## config.mk

```make
export PLATFORM = sky130hd
export DESIGN_NAME = irq_distributor
export DESIGN_NICKNAME = d
export VERILOG_FILES = /design/src/rtl/irqd_pkg.sv /design/src/rtl/irqd_src_cell.sv /design/src/rtl/irqd_route.sv /design/src/rtl/irq_distributor.sv
export SDC_FILE = /design/constraint.sdc
export NUM_CORES = 1
export LEC_CHECK = 0
export CORE_MARGIN = 2
export CORE_UTILIZATION = 40
export DETAILED_ROUTE_END_ITERATION = 12
export GPL_TIMING_DRIVEN = 0
export SLEW_MARGIN = 10
export SYNTH_ARGS = -nofsm -noshare
export SYNTH_HDL_FRONTEND = slang
export SYNTH_SLANG_ARGS = --single-unit
```

## constraint.sdc

```tcl
create_clock -name clk_i -period 6.45 [get_ports clk_i]
set_input_delay 1.935 -clock clk_i [delete_from_list [all_inputs] [get_ports clk_i]]
set_output_delay 1.935 -clock clk_i [all_outputs]
set_load 0.005 [all_outputs]
```

## src/rtl/irqd_pkg.sv

```systemverilog
package irqd_pkg;
  typedef enum logic [2:0] {
    TRIG_LVL_HI = 3'd0,
    TRIG_LVL_LO = 3'd1,
    TRIG_RISE   = 3'd2,
    TRIG_FALL   = 3'd3,
    TRIG_BOTH   = 3'd4
  } trig_e;

  typedef enum logic [1:0] {
    RGN_CFG  = 2'd0,
    RGN_EN   = 2'd1,
    RGN_PEND = 2'd2,
    RGN_IPI  = 2'd3
  } region_e;

  localparam int unsigned WORD_W = 32;
endpackage

```

## src/rtl/irqd_src_cell.sv

```systemverilog
module irqd_src_cell
  import irqd_pkg::*;
(
  input  logic       clk_i,
  input  logic       rst_ni,
  input  logic       src_i,
  input  logic [2:0] mode_i,
  input  logic       clr_i,
  output logic       pend_o
);
  logic s1_q, s2_q, s3_q, pend_q;
  logic rise, fall, is_edge, hit;

  always_ff @(posedge clk_i or negedge rst_ni) begin
    if (!rst_ni) begin
      s1_q <= 1'b0;
      s2_q <= 1'b0;
      s3_q <= 1'b0;
    end else begin
      s1_q <= src_i;
      s2_q <= s1_q;
      s3_q <= s2_q;
    end
  end

  assign rise = s2_q & ~s3_q;
  assign fall = ~s2_q & s3_q;

  always_comb begin
    is_edge = 1'b0;
    hit     = 1'b0;
    case (mode_i)
      TRIG_RISE: begin is_edge = 1'b1; hit = rise; end
      TRIG_FALL: begin is_edge = 1'b1; hit = fall; end
      TRIG_BOTH: begin is_edge = 1'b1; hit = rise | fall; end
      default: ;
    endcase
  end

  // set wins over a clear in the same cycle
  always_ff @(posedge clk_i or negedge rst_ni) begin
    if (!rst_ni)       pend_q <= 1'b0;
    else if (!is_edge) pend_q <= 1'b0;
    else if (hit)      pend_q <= 1'b1;
    else if (clr_i)    pend_q <= 1'b0;
  end

  always_comb begin
    case (mode_i)
      TRIG_LVL_HI: pend_o = s2_q;
      TRIG_LVL_LO: pend_o = ~s2_q;
      TRIG_RISE, TRIG_FALL, TRIG_BOTH: pend_o = pend_q;
      default: pend_o = 1'b0;
    endcase
  end

  AST_EDGE_SETS: assert property (@(posedge clk_i) disable iff (!rst_ni)
    hit |=> (pend_q || !is_edge));
  AST_EDGE_STICKY: assert property (@(posedge clk_i) disable iff (!rst_ni)
    (pend_q && !clr_i) |=> (pend_q || !is_edge));
endmodule

```

## src/rtl/irqd_route.sv

```systemverilog
module irqd_route #(
  parameter int unsigned NUM_SRC = 32,
  parameter int unsigned NUM_CPU = 4,
  parameter int unsigned CPU_W   = 2
) (
  input  logic [NUM_SRC-1:0]            pend_i,
  input  logic [NUM_SRC-1:0]            en_i,
  input  logic [NUM_SRC-1:0]            nmi_sel_i,
  input  logic [NUM_SRC-1:0][CPU_W-1:0] tgt_i,
  input  logic [NUM_CPU-1:0]            ipi_i,
  output logic [NUM_CPU-1:0]            irq_o,
  output logic [NUM_CPU-1:0]            nmi_o
);
  always_comb begin
    irq_o = ipi_i;
    nmi_o = '0;
    for (int s = 0; s < NUM_SRC; s++) begin
      for (int c = 0; c < NUM_CPU; c++) begin
        if (tgt_i[s] == CPU_W'(c)) begin
          if (nmi_sel_i[s]) nmi_o[c] = nmi_o[c] | pend_i[s];
          else              irq_o[c] = irq_o[c] | (pend_i[s] & en_i[s]);
        end
      end
    end
  end
endmodule

```

## src/rtl/irq_distributor.sv

```systemverilog
module irq_distributor
  import irqd_pkg::*;
#(
  parameter int unsigned NUM_SRC = 32,
  parameter int unsigned NUM_CPU = 4,
  parameter int unsigned IDX_W   = 8
) (
  input  logic                    clk_i,
  input  logic                    rst_ni,
  input  logic [NUM_SRC-1:0]      src_i,
  input  logic                    req_i,
  input  logic                    we_i,
  input  logic [IDX_W+1:0]        addr_i,
  input  logic [WORD_W-1:0]       wdata_i,
  output logic [WORD_W-1:0]       rdata_o,
  output logic [NUM_CPU-1:0]      irq_o,
  output logic [NUM_CPU-1:0]      nmi_o
);
  localparam int unsigned CPU_W = (NUM_CPU > 1) ? $clog2(NUM_CPU) : 1;
  localparam int unsigned ADDR_W = IDX_W + 2;

  logic [1:0]       region;
  logic [IDX_W-1:0] idx;
  logic             wr, rd;

  assign region = addr_i[ADDR_W-1 -: 2];
  assign idx    = addr_i[IDX_W-1:0];
  assign wr     = req_i & we_i;
  assign rd     = req_i & ~we_i;

  logic [NUM_SRC-1:0][2:0]       mode_q;
  logic [NUM_SRC-1:0]            nmi_q;
  logic [NUM_SRC-1:0][CPU_W-1:0] tgt_q;
  logic [NUM_SRC-1:0]            en_q;
  logic [NUM_SRC-1:0]            clr;
  logic [NUM_SRC-1:0]            pend;
  logic [NUM_CPU-1:0]            ipi_q;
  logic [WORD_W-1:0]             rmux, rdata_q;

  always_ff @(posedge clk_i or negedge rst_ni) begin
    if (!rst_ni) begin
      mode_q <= '0;
      nmi_q  <= '0;
      tgt_q  <= '0;
      en_q   <= '0;
    end else if (wr) begin
      for (int s = 0; s < NUM_SRC; s++) begin
        if (region == RGN_CFG && idx == IDX_W'(s)) begin
          mode_q[s] <= wdata_i[2:0];
          nmi_q[s]  <= wdata_i[3];
          tgt_q[s]  <= wdata_i[8 +: CPU_W];
        end
        if (region == RGN_EN && idx == IDX_W'(s / WORD_W))
          en_q[s] <= wdata_i[s % WORD_W];
      end
    end
  end

  always_comb begin
    for (int s = 0; s < NUM_SRC; s++)
      clr[s] = wr && region == RGN_PEND && idx == IDX_W'(s / WORD_W) && wdata_i[s % WORD_W];
  end

  always_ff @(posedge clk_i or negedge rst_ni) begin
    if (!rst_ni) ipi_q <= '0;
    else if (wr && region == RGN_IPI) begin
      if (idx == IDX_W'(0))      ipi_q <= ipi_q | wdata_i[NUM_CPU-1:0];
      else if (idx == IDX_W'(1)) ipi_q <= ipi_q & ~wdata_i[NUM_CPU-1:0];
    end
  end

  for (genvar g = 0; g < NUM_SRC; g++) begin : g_src
    irqd_src_cell u_cell (
      .clk_i  (clk_i),
      .rst_ni (rst_ni),
      .src_i  (src_i[g]),
      .mode_i (mode_q[g]),
      .clr_i  (clr[g]),
      .pend_o (pend[g])
    );
  end

  irqd_route #(
    .NUM_SRC (NUM_SRC),
    .NUM_CPU (NUM_CPU),
    .CPU_W   (CPU_W)
  ) u_route (
    .pend_i    (pend),
    .en_i      (en_q),
    .nmi_sel_i (nmi_q),
    .tgt_i     (tgt_q),
    .ipi_i     (ipi_q),
    .irq_o     (irq_o),
    .nmi_o     (nmi_o)
  );

  always_comb begin
    rmux = '0;
    case (region)
      RGN_CFG: begin
        for (int s = 0; s < NUM_SRC; s++) begin
          if (idx == IDX_W'(s)) begin
            rmux[2:0]         = mode_q[s];
            rmux[3]           = nmi_q[s];
            rmux[8 +: CPU_W]  = tgt_q[s];
          end
        end
      end
      RGN_EN: begin
        for (int s = 0; s < NUM_SRC; s++)
          if (idx == IDX_W'(s / WORD_W)) rmux[s % WORD_W] = en_q[s];
      end
      RGN_PEND: begin
        for (int s = 0; s < NUM_SRC; s++)
          if (idx == IDX_W'(s / WORD_W)) rmux[s % WORD_W] = pend[s];
      end
      default: rmux[NUM_CPU-1:0] = ipi_q;
    endcase
  end

  always_ff @(posedge clk_i or negedge rst_ni) begin
    if (!rst_ni)  rdata_q <= '0;
    else if (rd)  rdata_q <= rmux;
  end

  assign rdata_o = rdata_q;

  AST_IPI_SET: assert property (@(posedge clk_i) disable iff (!rst_ni)
    (wr && region == RGN_IPI && idx == IDX_W'(0))
      |=> ((ipi_q & $past(wdata_i[NUM_CPU-1:0])) == $past(wdata_i[NUM_CPU-1:0])));
  AST_IPI_HOLD: assert property (@(posedge clk_i) disable iff (!rst_ni)
    !(wr && region == RGN_IPI) |=> $stable(ipi_q));
  AST_RDATA_HOLD: assert property (@(posedge clk_i) disable iff (!rst_ni)
    !rd |=> $stable(rdata_o));
  AST_CFG_WRITE: assert property (@(posedge clk_i) disable iff (!rst_ni)
    (wr && region == RGN_CFG && idx == IDX_W'(0))
      |=> (nmi_q[0] == $past(wdata_i[3])));
endmodule

```

* Yosys cells after proc, flatten, opt, wreduce, memory -nomap -nowiden
Cells that the tools add are included. W data, S select, Z words.
Word-level totals: flip-flop bits (word level) 388, bits of input ports 78, logic and storage cells 2003, output and inout port bits 40
Cells by class: bitwise gates (word level) 450, equal/unequal tests 290, mux-type cells 835, reduce and logical (&&, ||, !) cells 201
Operators with widths (number):
- $mux W1 | 701
- $or A1 B1 Y1 | 284
- $eq A3 B2 Y1 const B | 64
- $pmux W1 S3 | 64
- $mux W4 | 34
- $eq A2 B2 Y1 const B | 66
- $eq A8 B5 Y1 const B | 16
- $and A1 B1 Y1 | 98
- $eq A3 B1 Y1 const B | 32
- $eq A3 B3 Y1 const B | 32
- $logic_not A3 Y1 | 32
- $ne A3 B2 Y1 const B | 32
- $reduce_or A3 Y1 | 32
- $logic_and A1 B1 Y1 | 68
- $reduce_and A2 Y1 | 34
- $eq A2 B1 Y1 const B | 33
- $logic_not A2 Y1 | 33
- $not A1 Y1 | 65
- $eq A8 B4 Y1 const B | 8
- $mux W2 | 32
- $pmux W22 S2 | 1
- $eq A8 B3 Y1 const B | 4
- $eq A8 B2 Y1 const B | 2
- $pmux W4 S3 | 1
- 8 further kinds | 8

* Depth between registers and ports, before layout
depth after elaboration 100, mapped depth 10, mapped depth without buffers 7

* Hierarchy
Synthesis repeated with hierarchy kept, for this count alone.
Second synthesis, totals: cells, all modules 2092, area total of the unflattened synthesis 22173.8 µm²
By module, submodules not included:
- irq_distributor | area each 12893.6 µm², instances 1, cells each 1080
- irqd_src_cell | area each 210.2 µm², instances 32, cells each 19
- irqd_route | area each 2553.7 µm², instances 1, cells each 404

* Worst setup path after synthesis
No wires, ideal clock.
kind input to register, start input port addr_i[0], end register rdata_q[9] (netlist: rdata_o[9]), stages 8, data required time 6.324 ns, setup time 0.126 ns, setup slack 2.748 ns, arrival time 3.576 ns, cell sequence buf_2 > buf_4 > buf_2 > buf_4 > mux2_2 > a2111oi_0 > o211a_1 > o21ai_0
On the way: word-level cells in the longest chain between the ends 34, elaborated cells on any way between the ends 67
Ends and longest elaborated chain:
- from (decl) | line irq_distributor.sv:13 | input logic [IDX_W+1:0] addr_i,
- $logic_not A8 Y1 | line irq_distributor.sv:102, irq_distributor.sv:111, irq_distributor.sv:115
- $mux W2 (32 in series) | line irq_distributor.sv:102 | if (idx == IDX_W'(s)) begin
- $pmux W2 S3 (*) | line irq_distributor.sv:99 | case (region)
- to (signal assigned) | line irq_distributor.sv:123 | else if (rd) rdata_q <= rmux;
- to (decl) | line irq_distributor.sv:38 | logic [WORD_W-1:0] rmux, rdata_q;
Every way passes the cells marked *; elsewhere a longest branch is shown, timed or not. A chain may end at the register's enable or synchronous reset.

* Final worst setup path
start register mode_q[18] in the netlist's numbering, end output port nmi_o[2]
On the way: word-level cells in the longest chain between the ends 81, elaborated cells on any way between the ends 85
Ends and longest elaborated chain:
- from (decl) | line irq_distributor.sv:31 | logic [NUM_SRC-1:0][2:0] mode_q;
- from (signal, indexed assignment) | line irq_distributor.sv:49 | mode_q[s] <= wdata_i[2:0];
- $eq A3 B2 Y1 / $eq A3 B3 Y1 (equally long branches) | line irqd_src_cell.sv:49 | case (mode_i)
- $reduce_or A3 Y1 (no line)
- $pmux W1 S3 (*) | line irqd_src_cell.sv:49
- $or A1 B1 Y1 (*) | line irqd_route.sv:20 | if (nmi_sel_i[s]) nmi_o[c] = nmi_o[c] | pend_i[s];
- $mux W1 (*) | line irqd_route.sv:20
- $mux W1 (*) | line irqd_route.sv:19 | if (tgt_i[s] == CPU_W'(c)) begin
- $or A1 B1 Y1 | line irqd_route.sv:20
- $mux W1 | line irqd_route.sv:20
- [65 not listed]
- $mux W1 | line irqd_route.sv:20
- $mux W1 (*) | line irqd_route.sv:19
- $or A1 B1 Y1 | line irqd_route.sv:20
- $mux W1 | line irqd_route.sv:20
- $mux W1 (*) | line irqd_route.sv:19
- $or A1 B1 Y1 | line irqd_route.sv:20
- $mux W1 | line irqd_route.sv:20
- $mux W1 (*) | line irqd_route.sv:19
- to (decl) | line irq_distributor.sv:17 | output logic [NUM_CPU-1:0] nmi_o
Marked as above.

==> impl_metrics.csv <==
group,metric,value,unit
timing,min_period,6.375,ns
critical_path,worstPathCellList,"nor2_1 > mux2_2 > a21oi_1 > o22ai_1 > nor4_1 > nand4_1 > clkdlybuf4s50_1",
synthesis,ys_top_cells_by_area,"dfrtp_1, mux2_2, o21ai_0",
clock_tree,cts.sinks,388,
timing,hold_viol,0,
synthesis,syn_area,0.02204,mm^2
clock_tree,clk_latency,0.61,ns
global_routing,grt-ovfl-total,0,
synthesis,synth_top_cell_area_share,44.04,%
routing,drtPass1Iterations,6,
die,num_rows,86,
clock_tree,root_buffer,"clkbuf_16",
routing,routed_wl,108.4,mm
critical_path,critPathMaxFanout,8,
timing,period_share,98.83,%
min_path,hp-class,"reg2reg",
routing,ant_nets,0,
timing,tightest_slew,1.285,ns
synthesis,async_reset_ff_share,100.0,%
die,fp.dieH,238.8,um
critical_path,cp_slowest_cell,"a21oi_1",
global_routing,grt_pass1_vias,19250,
clock_tree,clk_pin_slew,0.06,ns
placement,place.gp.congestion,1.041,
critical_path,crit_path_start_kind,"flip-flop",
clock_tree,cts_buffer_depth,3,
synthesis,synth.largest_area_cell,"dfrtp_1",
placement,placed_cells,3027,
synthesis,yosysWarnings,0,
routing,dr.first_iter.drc_count,2173,
die,start_util,40.25,%
die,die_area,0.05701,mm^2
synthesis,synth_common_cells,"dfrtp_1, mux2_2, nand2_1",
global_routing,grt_usage,37.98,%
routing,drc,0,
finish,area_growth,16.53,%
critical_path,cp-end-kind,"output pin",
synthesis,syn_nets,2351,
placement,post-place-ws,0.7621,ns
timing,final.setup_skew,0.02928,ns
critical_path,path_class,"reg2out",
timing,rsz0062_at_grt,"false",
pwr,ir_drop,0.2097,mV
global_routing,grt_pass1_wl,149.7,mm
routing,routedWlPerCell,34.89,um
die,pin_count,118,
synthesis,synth_most_common_cell,"dfrtp_1",
timing,setup_viol,0,
placement,hpwl,84.21,mm
placement,io_buffer_count,114,
synthesis,syn_inst,2205,
clock_tree,cts_buffers,45,
die,die_width,238.8,um
timing,fin_hold_ws,0.3459,ns
synthesis,synth_edf_count,0,
synthesis,synth_seq_cells,388,
synthesis,synth_flop_cell,"dfrtp_1",
synthesis,seq_area_frac_synth,44.04,%
timing,report.final.slew_viol_count,0,
critical_path,cp.required,4.51,ns
pwr,p_per_area,221.0,mW/mm^2
global_routing,antenna_found_initial,2,
synthesis,yosysUniqueCellTypes,76,
routing,vias,19840,
pwr,leakage,11.17,nW
finish,fillCellCount,5213,
finish,drive_above_1_share,15.32,%
timing,relSlewSlack,13.52,%
finish,nets,2516,
die,core_area,0.05477,mm^2
timing,fmax,0.1569,GHz
clock_tree,cts_tree,"done",
timing,fin_ws,0.07545,ns
finish,finalNonFillerCells,3108,
critical_path,cp.arrival,4.44,ns
synthesis,avgSynthCellArea,9.998,um^2
run,maxCapViolations,0,
clock_tree,htreeDepth,2,
global_routing,grt_max_degree,107,
outcome,status,"completed",
critical_path,critPathMaxStageDelay,0.94,ns
routing,viasPerCell,6.383,
==> flip-flops by register name, indices dropped and copies added, names as in the netlist, named ones only <==
name and count:
rdata_o 32, tgt_q 64, g_src.u_cell.s2_q 32, nmi_q 32, g_src.u_cell.s3_q 32, g_src.u_cell.s1_q 32, mode_q 96, en_q 32
g_src.u_cell.pend_q 32
==> cell type report <==
cell class                      count  area [um^2]  area share (%)
Clock buffer                       66         1315           5.119
Inverter                          143        536.8           2.089
Antenna cell                        2        5.005         0.01948
Timing Repair Buffer              118         1240           4.827
Buffer                             91        410.4           1.598
Sequential cell                   388         9709           37.79
Tap cell                          704        880.8           3.429
Multi-Input combinational cell   1583        11420           44.44
Clock inverter                     13        175.2          0.6819
==> critical path: cells and delay by family, from the launching register on <==
family,cells,cell delay (ns)
simple gates,3,1.33
compound gates,2,1.09
buf+inv,1,0.55
flops,1,0.59
mux,1,0.27
==> path summary, 6_finish.rpt <==
check,slack [ns],end,start,depth (start not counted)
worst min-delay path,0.35,g_src[8].u_cell.s2_q,g_src[8].u_cell.s1_q,0
worst min register to register,0.35,g_src[8].u_cell.s2_q,g_src[8].u_cell.s1_q,0
worst max register to register,3.92,rdata_o[3],mode_q[11],6
max in group asynchronous,3.59,en_q[25],rst_ni,3
min in group asynchronous,1.34,mode_q[18],rst_ni,1
worst max-delay path,0.08,nmi_o[2],mode_q[18],7
==> power breakdown <==
part / leakage, nW / switching (mW) / internal (mW)
Sequential: 5.03 / 0.0570 / 2.49
Combinational: 5.41 / 0.337 / 0.164
Clock: 0.731 / 1.10 / 1.54
Total: 11.2 / 1.49 / 4.19
==> cells in the final DEF (no fill, tap or decap), types with 65 or more instances in the layout <==
cell type / instances
ha_1: 68
nor2_1: 115
o21ai_0: 174
mux2_2: 221
inv_1: 143
dfrtp_1: 388
clkdlybuf4s50_1: 113
clkbuf_1: 65
nand2_1: 206
o22ai_1: 72
==> metal layers <==
layer / track usage, % / vias up / wire, um
met5: 0 / - / 0
met4: 17.59 / 0 / 5744
met3: 8.661 / 227 / 9059
met2: 58.43 / 943 / 47970
met1: 50.86 / 10220 / 45660
li1: - / 8448 / -
==> metrics by stage <==
stage | TNS [ns] | area (um^2) | power, mW | utilization [%]
global placement | -5266.51 | 24070 | 3.063 | 43.94
detailed placement | 0 | 24180 | 3.075 | 44.15
CTS | 0 | 25670 | 5.699 | 46.87
floorplan | 0 | 22040 | 2.771 | -
finish | 0 | 25690 | 5.678 | 46.90
global route | 0 | 25680 | 5.828 | 46.90
==> cell families (layout without fill, tap and decap cells) <==
group,Yosys count,in the layout,synth area share (%)
AO/OA/AOI/OAI,513,513,15.09
buffers and inverters,234,431,4.279
adder cells (fa/ha/maj),68,68,3.859
AND/OR/NAND/NOR,693,693,16.94
XOR/XNOR,31,31,1.232
multiplexers,278,278,14.56
other,0,2,0
flip-flops,388,388,44.04
==> repair_timing <==
| action | 4_1_cts | 5_1_grt |
|---|---|---|
| hold endpoints to repair | 0 | 0 |
| hold buffers | 0 | 0 |
| setup endpoints to repair | 0 | 1 |
| resized for setup | 0 | 1 |
| setup buffers | 0 | 0 |
Power figures use the tool's default switching activity.
